**src/rtl/redirect_pkg.sv**
```systemverilog
// Shared types and codes for the PC redirect unit.
// Assumes a 5-bit fault code field; codes are fixed by the pipeline's trap handler.
package redirect_pkg;
    localparam int CAUSE_W = 5;
    localparam logic [CAUSE_W-1:0] CODE_OVERFLOW = 5'd12;
    localparam logic [CAUSE_W-1:0] CODE_UNDEF    = 5'd10;

    typedef enum logic [1:0] {
        NPC_SEQ    = 2'd0,
        NPC_BRANCH = 2'd1,
        NPC_TRAP   = 2'd2
    } npc_sel_e;
endpackage

```
**src/rtl/branch_resolver.sv**
```systemverilog
// Decode-stage branch resolution: operand equality compare and target adder.
// Assumes a word-aligned address space, so the offset counts 4-byte words.
module branch_resolver #(
    parameter int XLEN  = 32,
    parameter int OFF_W = 16
) (
    input  logic            valid,
    input  logic            op_eq,
    input  logic            op_ne,
    input  logic [XLEN-1:0] pc,
    input  logic [OFF_W-1:0] offset,
    input  logic [XLEN-1:0] src_a,
    input  logic [XLEN-1:0] src_b,
    output logic            taken,
    output logic [XLEN-1:0] target
);
    localparam int EXT_W = XLEN - OFF_W - 2;

    logic            same;
    logic [XLEN-1:0] byte_off;

    // Compare operands and decide direction.
    always_comb begin
        same  = (src_a == src_b);
        taken = valid && ((op_eq && same) || (op_ne && !same));
    end

    // Sign-extend the word offset, scale to bytes, add to the next sequential address.
    always_comb begin
        byte_off = {{EXT_W{offset[OFF_W-1]}}, offset, 2'b00};
        target   = pc + XLEN'(4) + byte_off;
    end
endmodule

```
**src/rtl/trap_arbiter.sv**
```systemverilog
// Picks the fault to service this cycle and which pipeline registers to kill.
// Assumes ex_overflow is already qualified by a valid execute-stage instruction.
module trap_arbiter
    import redirect_pkg::*;
#(
    parameter int XLEN = 32
) (
    input  logic               ex_overflow,
    input  logic [XLEN-1:0]    ex_pc,
    input  logic               id_valid,
    input  logic               id_undef,
    input  logic [XLEN-1:0]    id_pc,
    output logic               trap,
    output logic [XLEN-1:0]    trap_pc,
    output logic [CAUSE_W-1:0] trap_code,
    output logic               kill_idex,
    output logic               kill_exmem
);
    logic undef_hit;

    // Older execute-stage fault wins over a decode-stage fault.
    always_comb begin
        undef_hit  = id_valid && id_undef;
        trap       = ex_overflow || undef_hit;
        kill_exmem = ex_overflow;
        kill_idex  = trap;
        if (ex_overflow) begin
            trap_pc   = ex_pc;
            trap_code = CODE_OVERFLOW;
        end else begin
            trap_pc   = id_pc;
            trap_code = CODE_UNDEF;
        end
    end
endmodule

```
**src/rtl/epc_cause_regs.sv**
```systemverilog
// Holds the faulting instruction's address and fault code until the next fault.
// Assumes software reads them through a path outside this block.
module epc_cause_regs
    import redirect_pkg::*;
#(
    parameter int XLEN = 32
) (
    input  logic               clk,
    input  logic               rst_n,
    input  logic               trap,
    input  logic [XLEN-1:0]    trap_pc,
    input  logic [CAUSE_W-1:0] trap_code,
    output logic [XLEN-1:0]    epc,
    output logic [CAUSE_W-1:0] cause
);
    // Capture on a fault, hold otherwise.
    always_ff @(posedge clk) begin
        if (!rst_n) begin
            epc   <= '0;
            cause <= '0;
        end else if (trap) begin
            epc   <= trap_pc;
            cause <= trap_code;
        end
    end
endmodule

```
**src/rtl/pc_sequencer.sv**
```systemverilog
// Fetch PC register with a three-way next-address select: sequential, branch, trap.
// Assumes no fetch stall; the PC moves every cycle.
module pc_sequencer
    import redirect_pkg::*;
#(
    parameter int             XLEN     = 32,
    parameter logic [XLEN-1:0] RESET_PC = '0,
    parameter logic [XLEN-1:0] TRAP_PC  = 32'h0000_0180
) (
    input  logic            clk,
    input  logic            rst_n,
    input  logic            trap,
    input  logic            br_taken,
    input  logic [XLEN-1:0] br_target,
    output logic [XLEN-1:0] pc
);
    npc_sel_e        sel;
    logic [XLEN-1:0] next_pc;

    // Priority select: trap over branch over fall-through.
    always_comb begin
        if (trap)          sel = NPC_TRAP;
        else if (br_taken) sel = NPC_BRANCH;
        else               sel = NPC_SEQ;
        case (sel)
            NPC_TRAP:   next_pc = TRAP_PC;
            NPC_BRANCH: next_pc = br_target;
            default:    next_pc = pc + XLEN'(4);
        endcase
    end

    // PC register.
    always_ff @(posedge clk) begin
        if (!rst_n) pc <= RESET_PC;
        else        pc <= next_pc;
    end
endmodule

```
**src/rtl/pc_redirect_unit.sv**
```systemverilog
// Top of the PC redirect unit: decode-stage branch resolution, fault arbitration,
// fetch PC and saved fault state. Flush outputs are combinational in the same
// cycle as the event. Assumes the pipeline applies flushes at the same clock edge.
module pc_redirect_unit
    import redirect_pkg::*;
#(
    parameter int              XLEN     = 32,
    parameter int              OFF_W    = 16,
    parameter logic [XLEN-1:0] RESET_PC = '0,
    parameter logic [XLEN-1:0] TRAP_PC  = 32'h0000_0180
) (
    input  logic               clk,
    input  logic               rst_n,
    input  logic               id_valid,
    input  logic               id_op_beq,
    input  logic               id_op_bne,
    input  logic               id_undef,
    input  logic [XLEN-1:0]    id_pc,
    input  logic [OFF_W-1:0]   id_offset,
    input  logic [XLEN-1:0]    id_src_a,
    input  logic [XLEN-1:0]    id_src_b,
    input  logic               ex_overflow,
    input  logic [XLEN-1:0]    ex_pc,
    output logic [XLEN-1:0]    fetch_pc,
    output logic               branch_taken,
    output logic               flush_ifid,
    output logic               flush_idex,
    output logic               flush_exmem,
    output logic [XLEN-1:0]    epc,
    output logic [CAUSE_W-1:0] cause
);
    logic               trap;
    logic [XLEN-1:0]    trap_pc;
    logic [CAUSE_W-1:0] trap_code;
    logic               kill_idex;
    logic               kill_exmem;
    logic [XLEN-1:0]    br_target;

    branch_resolver #(.XLEN(XLEN), .OFF_W(OFF_W)) u_br (
        .valid (id_valid),
        .op_eq (id_op_beq),
        .op_ne (id_op_bne),
        .pc    (id_pc),
        .offset(id_offset),
        .src_a (id_src_a),
        .src_b (id_src_b),
        .taken (branch_taken),
        .target(br_target)
    );

    trap_arbiter #(.XLEN(XLEN)) u_arb (
        .ex_overflow(ex_overflow),
        .ex_pc      (ex_pc),
        .id_valid   (id_valid),
        .id_undef   (id_undef),
        .id_pc      (id_pc),
        .trap       (trap),
        .trap_pc    (trap_pc),
        .trap_code  (trap_code),
        .kill_idex  (kill_idex),
        .kill_exmem (kill_exmem)
    );

    pc_sequencer #(.XLEN(XLEN), .RESET_PC(RESET_PC), .TRAP_PC(TRAP_PC)) u_pc (
        .clk      (clk),
        .rst_n    (rst_n),
        .trap     (trap),
        .br_taken (branch_taken),
        .br_target(br_target),
        .pc       (fetch_pc)
    );

    epc_cause_regs #(.XLEN(XLEN)) u_epc (
        .clk      (clk),
        .rst_n    (rst_n),
        .trap     (trap),
        .trap_pc  (trap_pc),
        .trap_code(trap_code),
        .epc      (epc),
        .cause    (cause)
    );

    // Combine flush requests from branch and fault paths.
    always_comb begin
        flush_ifid  = trap || branch_taken;
        flush_idex  = kill_idex;
        flush_exmem = kill_exmem;
    end
endmodule

```
**config.mk**
```make
export PLATFORM = sky130hd
export DESIGN_NAME = pc_redirect_unit
export DESIGN_NICKNAME = d
export VERILOG_FILES = /design/src/rtl/redirect_pkg.sv /design/src/rtl/branch_resolver.sv /design/src/rtl/trap_arbiter.sv /design/src/rtl/epc_cause_regs.sv /design/src/rtl/pc_sequencer.sv /design/src/rtl/pc_redirect_unit.sv
export SDC_FILE = /design/constraint.sdc
export NUM_CORES = 1
export LEC_CHECK = 0
export ABC_CLOCK_PERIOD_IN_PS = 9450
export BUFFER_PORTS_ARGS = -buffer_cell sky130_fd_sc_hd__buf_2
export CORE_MARGIN = 5
export CORE_UTILIZATION = 54
export DETAILED_ROUTE_END_ITERATION = 7
export GPL_TIMING_DRIVEN = 0
export HOLD_SLACK_MARGIN = 0.05
export PLACE_DENSITY = 0.88
export SYNTH_ARGS = -nofsm -noshare
export SYNTH_HDL_FRONTEND = slang
export SYNTH_SLANG_ARGS = --single-unit
```
**constraint.sdc**
```tcl
create_clock -name clk -period 9.45 [get_ports clk]
set_input_delay 2.3625 -clock clk [delete_from_list [all_inputs] [get_ports clk]]
set_output_delay 2.3625 -clock clk [all_outputs]
set_load 0.01 [all_outputs]
```
==> summary by stage, run 1 <==
Status
The flow ran to the end, and the final reports show no timing, DRC or antenna violations.

STA
Counting I/O delays and the setup requirement, the final critical path takes 6.56 ns. The final count of pins violating max slew is 0. Setup repair after global routing left no endpoint under its margin. The worst slew slack as a fraction of its limit is 58.1%. The final setup violation count is 0. The period utilization is 69.4%. The clock arrives with 0.00328 ns of skew.

Derived from the worst setup path, the maximum achievable clock frequency is 152 MHz. The hold violation total from the final report came to 0. The final sum of negative setup slack is 0 ns.

At the pin with the least slew margin, the transition time is 0.629 ns.

Critical path
Along the worst path, the maximum fanout reaches 8. STA classifies the critical path endpoint as a primary output. The critical path data required time is 7.09 ns. At the worst endpoint, the arrival time is 4.20 ns. The kind of critical path is in2out.

The startpoint kind of the worst setup timing path is an input port.

Clock tree
The later-pin clock latency in the skew report is 0.35 ns. After clock tree synthesis, the clock-pin slew on the worst setup and hold paths is 0.07 ns. The number of H-tree branching levels is 3. The number of buffers created by CTS is 9. The number of hold buffers added after CTS was 0. The CTS tree is built.

Counting every sink on the clock net gives 67. In this run the post-CTS setup repair buffer count came out at 0. In this run, post-CTS repair resized a total of 0 instances. The longest clock path from root to sink contains 2 buffers. The tree is rooted in a sky130_fd_sc_hd__clkbuf_8.

Routing
The number of remaining DRC errors is 0. The detailed router finished its first iteration with 387 violations. The number of optimization iterations in the first detailed-route pass is 5. The total wirelength of the detailed-routed design is 17,400 µm. The via count of the routed design is 6,120. In the final routed layout, each cell accounts on average for 16.0 µm.

The remaining number of nets flagged by the antenna check after routing is 0. The detail-routed via count per cell is 5.63.

Synth
The synthesized design contains 67 register bits. After synthesis, the largest family of logic cells by area is compound AO/OA/AOI/OAI gates. In the post-synthesis netlist, the biggest area contributors are sky130_fd_sc_hd__dfxtp_1 24%, sky130_fd_sc_hd__ha_1 13%, sky130_fd_sc_hd__xnor2_1 9.4%, sky130_fd_sc_hd__a21oi_1 8.8%, sky130_fd_sc_hd__nand2_1 6.1%. The cell type contributing the most total cell area after synthesis is sky130_fd_sc_hd__dfxtp_1. During synthesis, Yosys emitted a total of 0 warnings. After Yosys synthesis, full adders, half adders and majority gates account for 13.5% of the synthesized area. The area fraction in and, or, nand and nor cells after synthesis is 22.3%. The post-synthesis async set-or-reset flop share is 0%.

Counting every instance in the synthesized netlist gives 716. The mux cell area share after synthesis is 0.363%. The cell area after synthesis is 5520 µm². The synthesized area per cell is 7.70 µm². Summing the sequential cell areas from Yosys gives 24.3% of the chip area. Synthesis instantiated 71 different standard cells from the library.

The commonest cells after synthesis are 97 x sky130_fd_sc_hd__a21oi_1, 90 x sky130_fd_sc_hd__nand2_1, 73 x sky130_fd_sc_hd__nor2_1. The most used flip-flop cell after synthesis is sky130_fd_sc_hd__dfxtp_1. In the post-synthesis netlist, the cell with the most instances is sky130_fd_sc_hd__a21oi_1.

The number of enable flip-flop cells after synthesis is 0. The top cell type by area accounts for 24.3% of the synthesized area. The xor/xnor share of the synthesized area is 12.9%.

The synthesized-area fraction occupied by ao, oa, aoi and oai cells is 22.4%.

Placement
Counting tap cells, the placed design contains a total of 1,071 instances. Detailed placement ended at an HPWL of 14,200 µm. The congestion estimate from routability-driven global placement came to 0.945. During placement, the flow inserted port buffers numbering 221.

Cells and area
The final antenna diode count is 0. Measured on the finished design, the core utilization comes to 71.3%. The synthesis-to-finish area growth is 27.5%. The fraction of layout cells with a size suffix above 1 is 28.5%. The net count of the finished layout is 1,159. The number of non-filler instances in the completed layout is 1,087.

Global routing
The number of antenna violations at the first check in global routing was 0. Entering global routing, the biggest net connects 16 pins. The number of global-route vias before repair is 5,830. The first global-routing pass estimated 28,200 µm of wire. After global routing the overflow that remains totals 0. The overall fraction of global-route tracks in use is 27.0%.

Pwr
The largest vdd supply drop is 0.0985 mV. The analysis attributes to cell leakage a power of 3.30 nW. The areal power density over the cells is 128 nW/µm². After layout, the design draws a total of 898 µW.

Floorplan
The die span in x is 111 µm. The die covers 12,300 µm². The total area inside the core boundary comes to 9860 µm².

The initial cell density of the core is 55.9%. Measured along the y axis, the die boundary spans 111 µm. 224 I/O pins were placed.

Row generation in the floorplan step produced 36 rows.

Job
The number of violations of the max-capacitance limit is 0.

Worst hold path
The type of the most critical hold path is reg2reg.
==> sequential cells by signal, indices dropped and copies added (netlist names) <==
register and cells:
u_pc.pc 32, u_epc.epc 32, u_epc.cause 3
==> where the power goes <==
part,switching [mW],internal [mW]
registers,0.00905,0.295
clock network,0.105,0.182
logic,0.172,0.134
==> layout make-up <==
cell class | instances | area, µm²
Multi-Input combinational cell | 595 | 3950
Clock inverter | 5 | 100
Sequential cell | 67 | 1340
Timing Repair Buffer | 221 | 1110
Inverter | 19 | 71.3
Tap cell | 133 | 166
Fill cell | 834 | 2830
Buffer | 36 | 158
Clock buffer | 11 | 141
==> kinds of logic (layout without fill, tap and decap cells) <==
kind of cell               count (synthesis)  count (layout)
muxes                                      2               2
other                                      1               2
buffers and inverters                     55             292
and+or+nand+nor                          260             260
adders and majority gates                 59              59
DFF                                       67              67
xor gates and xnor gates                  81              81
AOI/OAI and AO/OA                        191             191
==> worst max-delay path, cell delays in order <==
cell,delay (ns)
sky130_fd_sc_hd__buf_2,0.11
sky130_fd_sc_hd__xnor2_1,0.17
sky130_fd_sc_hd__nand4_1,0.14
sky130_fd_sc_hd__nor4_2,0.39
sky130_fd_sc_hd__nand3_1,0.23
sky130_fd_sc_hd__a21oi_4,0.33
sky130_fd_sc_hd__nor2_2,0.16
sky130_fd_sc_hd__inv_2,0.15
sky130_fd_sc_hd__buf_2,0.15
==> layer usage <==
metal	up-vias	track usage (%)	wire length, µm
li1	2994	-	-
met1	2749	33.7	7180
met2	334	46.5	8290
met3	43	5.02	1470
met4	0	9.98	423
met5	-	0	0
==> cells in the final DEF, fill, tap and decap left out, drive strengths merged, types with 8 or more instances in the layout <==
| master | Yosys | final |
|---|---|---|
| a2bb2oi | 10 | 10 |
| nor3 | 9 | 9 |
| dfxtp | 67 | 67 |
| a21oi | 101 | 101 |
| o22ai | 10 | 10 |
| inv | 18 | 18 |
| a21o | 8 | 8 |
| nand3 | 24 | 24 |
| nand4 | 17 | 17 |
| and3 | 11 | 11 |
| buf | 13 | 234 |
| xor2 | 22 | 22 |
| clkbuf | 23 | 34 |
| nand2 | 91 | 91 |
| o21ai | 20 | 20 |
| nor2 | 75 | 75 |
| ha | 58 | 58 |
| xnor2 | 59 | 59 |
==> path summary, 6_finish.rpt <==
check	end	cells past startpoint	slack [ns]	start
setup / recovery	flush_ifid	9	2.89	id_src_b[2]
hold / removal	u_epc.cause[1]	2	0.49	u_epc.cause[1]
setup reg to reg	u_pc.pc[27]	9	7.01	u_pc.pc[4]
hold reg to reg	u_epc.cause[1]	2	0.49	u_epc.cause[1]
==> metrics by stage <==
stage / hold slack (ns) / setup WS (ns) / instance area, µm²
3_5_place_dp: 0.480 / 2.93 / 6790
4_1_cts: 0.494 / 2.94 / 7030
3_3_place_gp: 0.451 / 2.96 / 6790
2_1_floorplan: 0.509 / 3.52 / 5520
6_report: 0.494 / 2.89 / 7030
5_1_grt: 0.525 / 2.74 / 7030
(Power assumes the default switching activity.)
==> run 2: changes to the inputs <==
--- a/config.mk
+++ b/config.mk
@@ -5,14 +5,14 @@
 export SDC_FILE = /design/constraint.sdc
 export NUM_CORES = 1
 export LEC_CHECK = 0
-export ABC_CLOCK_PERIOD_IN_PS = 9450
+export ABC_CLOCK_PERIOD_IN_PS = 5400
 export BUFFER_PORTS_ARGS = -buffer_cell sky130_fd_sc_hd__buf_2
 export CORE_MARGIN = 5
-export CORE_UTILIZATION = 54
+export CORE_UTILIZATION = 45
 export DETAILED_ROUTE_END_ITERATION = 7
 export GPL_TIMING_DRIVEN = 0
 export HOLD_SLACK_MARGIN = 0.05
-export PLACE_DENSITY = 0.88
+export PLACE_DENSITY = 0.78
 export SYNTH_ARGS = -nofsm -noshare
 export SYNTH_HDL_FRONTEND = slang
 export SYNTH_SLANG_ARGS = --single-unit
==> constraint.sdc (replaced) <==
create_clock -name clk -period 5.4 [get_ports clk]
set_input_delay 1.35 -clock clk [delete_from_list [all_inputs] [get_ports clk]]
set_output_delay 1.35 -clock clk [all_outputs]
set_load 0.01 [all_outputs]
==> summary by stage, run 2 (synthesis results as in run 1) <==
Status
The flow ran to the end, and the final reports show no timing, DRC or antenna violations.

Cells and area
The final net count is 1,159. Leaving out fill and tap cells, the most frequent cell in the layout is sky130_fd_sc_hd__buf_2. Cells with a size suffix above 1 make up 28.6% of the layout. The synthesis-to-finish area growth is 29.4%. The largest registers in the layout are u_epc.epc: 32 flops, u_pc.pc: 32 flops, u_epc.cause: 3 flops.

The top cell types in the final layout, fill and taps aside, are 229 x sky130_fd_sc_hd__buf_2, 97 x sky130_fd_sc_hd__a21oi_1, 90 x sky130_fd_sc_hd__nand2_1. The final instance area is 7140 µm². The filler cell count is 1,136. 0 antenna diodes ended up in the layout. The post-route core utilization is 59.4%.

STA
The final count of pins violating max slew is 0. The period utilization is 83.0%. The worst-case setup margin in the final layout is 0.916 ns. The final critical delay including setup and external delays is 4.48 ns.

Adding up every negative setup slack in the final design gives 0 ns. The worst clock skew is 0.00529 ns. The hold violation total from the final report is 0. The worst slew slack as a fraction of its limit is 59.2%. Setup violations remaining at the end of the flow were counted as 0. Static timing analysis puts the maximum clock frequency at 223 MHz.

The slew of the pin with the lowest slew margin is 0.613 ns. Setup repair after global routing left no endpoint under its margin.

Floorplan
The initial utilization of the core area, before any placement, comes to 45.9%. The floorplan core area is 12,000 µm². The floorplan step defined a die boundary enclosing 14,600 µm².

The die span in x is 121 µm. From bottom edge to top edge, the die measures 121 µm. The total number of placement rows is 40.

Pin placement for this block handled 224 I/O pins.

Clock tree
In this run the post-CTS setup repair buffer count came out at 0. For this design, the CTS-stage hold fixing added 0 buffers. The clock sink count is 67. The clock reaches the later pin of the worst-skew pair after 0.33 ns. The number of H-tree branching levels is 3. The cell chosen for the clock root is sky130_fd_sc_hd__clkbuf_16. The clock-pin slew on the worst setup and hold paths is 0.06 ns. The number of buffers created by CTS is 9. The post-CTS resize count is 0. TritonCTS built the clock tree. The longest clock path from root to sink contains 2 buffers.

Routing
The remaining number of nets flagged by the antenna check after routing is 0. The detailed-route wire length per cell is 15.5 µm. The number of optimization iterations in the first detailed-route pass is 5. The via count of the routed design is 5,912. After detailed routing, the number of remaining DRC violations is 0. After the first detailed-routing iteration, the DRC count stood at 247.

After detailed routing, the total wire length is 17,100 µm. The detail-routed via count per cell is 5.37.

Global routing
The overall fraction of global-route tracks in use is 22.7%. After global routing the overflow that remains totals 0. For this run, global-route usage on met2 was measured as 39.4%.

The number of antenna violations at the first check in global routing came to 0. Global routing used 6.22% of the available met3 tracks. Global routing consumed, on the met1 layer, 27.5% of the routing resources. The first global-routing pass estimated 27,100 µm of wire. The maximum number of pins on one net before global-route repair is 16. The number of global-route vias before repair is 5,698.

In this run the most used layer during global routing was met2.

Worst hold path
The worst hold path endpoint is u_epc.cause[3]. The min-delay analysis places its worst path in the category reg2reg. The startpoint of the worst hold path is u_epc.cause[3]. The number of cells on the worst hold path is 1.

Critical path
The worst register-to-register path begins at u_pc.pc[4]. The kind of critical path is in2out. The endpoint class of the critical path is a primary output.

The endpoint of the worst register-to-register path is u_pc.pc[27]. The worst setup slack for register-to-register paths is 2.94 ns. STA puts the critical path data required time at 4.05 ns. The gate family responsible for the most delay along the worst path is simple AND/OR/NAND/NOR gates. Of all nets on the critical path, the largest fanout is 8. The most numerous cell type found on the critical path is sky130_fd_sc_hd__buf_2. The arrival time reported for the critical path endpoint is 3.13 ns. For this run, the slowest stage of the critical path takes 0.35 ns.

The largest individual stage delay along the critical path comes from the cell sky130_fd_sc_hd__nor4_2. Traced cell by cell, the critical path runs through buf_2 > xnor2_1 > nand4_1 > nor4_2 > nand3_1 > a21oi_4 > nor2_2 > inv_2 > buf_2. The depth of the worst register-to-register path is 9. The number of buffers and inverters on the critical path is 3. STA classifies the critical path startpoint as an input port.

Placement
During placement, the flow inserted port buffers numbering 221. Summed over all nets, the half-perimeter wirelength after detailed placement is 14,100 µm. Timing analysis after detailed placement gives a worst setup slack of 0.906 ns. Once placement finished, the instance area stood at 6810 µm². At the end of routability-driven placement, the weighted congestion stood at 0.882.

Pwr
For this design the static power due to leakage is 3.33 nW. For this design the ratio of total power to cell area is 238 nW/µm². IR analysis of the VDD net gives a maximum drop of 0.157 mV.

Job
The number of violations of the max-capacitance limit is 0.
run 2: cell types whose count changed in the layout (fill, tap and decap cells not counted), sizes merged:
cell and delta:
clkinvlp +2, clkbuf -1, bufinv -1
run 2: area by class of cell:
cell class                 count  area, µm²  share of cell area, %
inverter                      19       71.3                  0.999
tap                          147        184                   2.58
clock inverter                 6       88.8                   1.24
buffer                        36        158                   2.21
sequential                    67       1340                   18.8
timing repair buffer         221       1110                   15.5
multi-input combinational    595       3950                   55.3
clock buffer                  10        239                   3.35
run 2: worst max-delay path by stage:
stage / startpoint / endpoint / slack, ns / cells after the start
final: id_src_b[2] / flush_ifid / 0.92 / 9
after global routing: id_src_b[29] / flush_ifid / 0.77 / 9
after CTS: id_src_b[2] / flush_ifid / 0.90 / 9
after detailed placement: id_src_b[2] / flush_ifid / 0.91 / 9
after global placement: id_src_b[17] / flush_ifid / 0.94 / 9
after floorplan: id_src_b[20] / flush_ifid / 1.49 / 7
run 2: worst reg2reg max path, delay by kind of cell, from the launching register on:
| kind | cells | cell delay, ns |
|---|---|---|
| buf+inv | 1 | 0.15 |
| xor+xnor | 1 | 0.17 |
| flops | 1 | 0.43 |
| simple gates | 7 | 1.59 |
run 2: layer usage:
layer / vias up / wire, µm / share of wire, %
met4: 0 / 317 / 1.9
met1: 2640 / 7340 / 43
met2: 239 / 7870 / 46
li1: 3008 / - / -
met3: 25 / 1580 / 9.2
met5: - / 0 / 0
run 2: power breakdown:
part           switching (mW)  leakage [nW]  internal [mW]
Clock                   0.220         0.155          0.416
Sequential             0.0152         0.549          0.517
Combinational           0.295          2.62          0.235
run 2: stage by stage:
stage / power, mW / hold slack (ns) / std cells
floorplan: 0.896 / 0.509 / 717
global placement: 1.06 / 0.452 / 1085
detailed placement: 1.07 / 0.463 / 1085
CTS: 1.71 / 0.476 / 1101
global route: 1.79 / 0.515 / 1101
finish: 1.70 / 0.471 / 1101
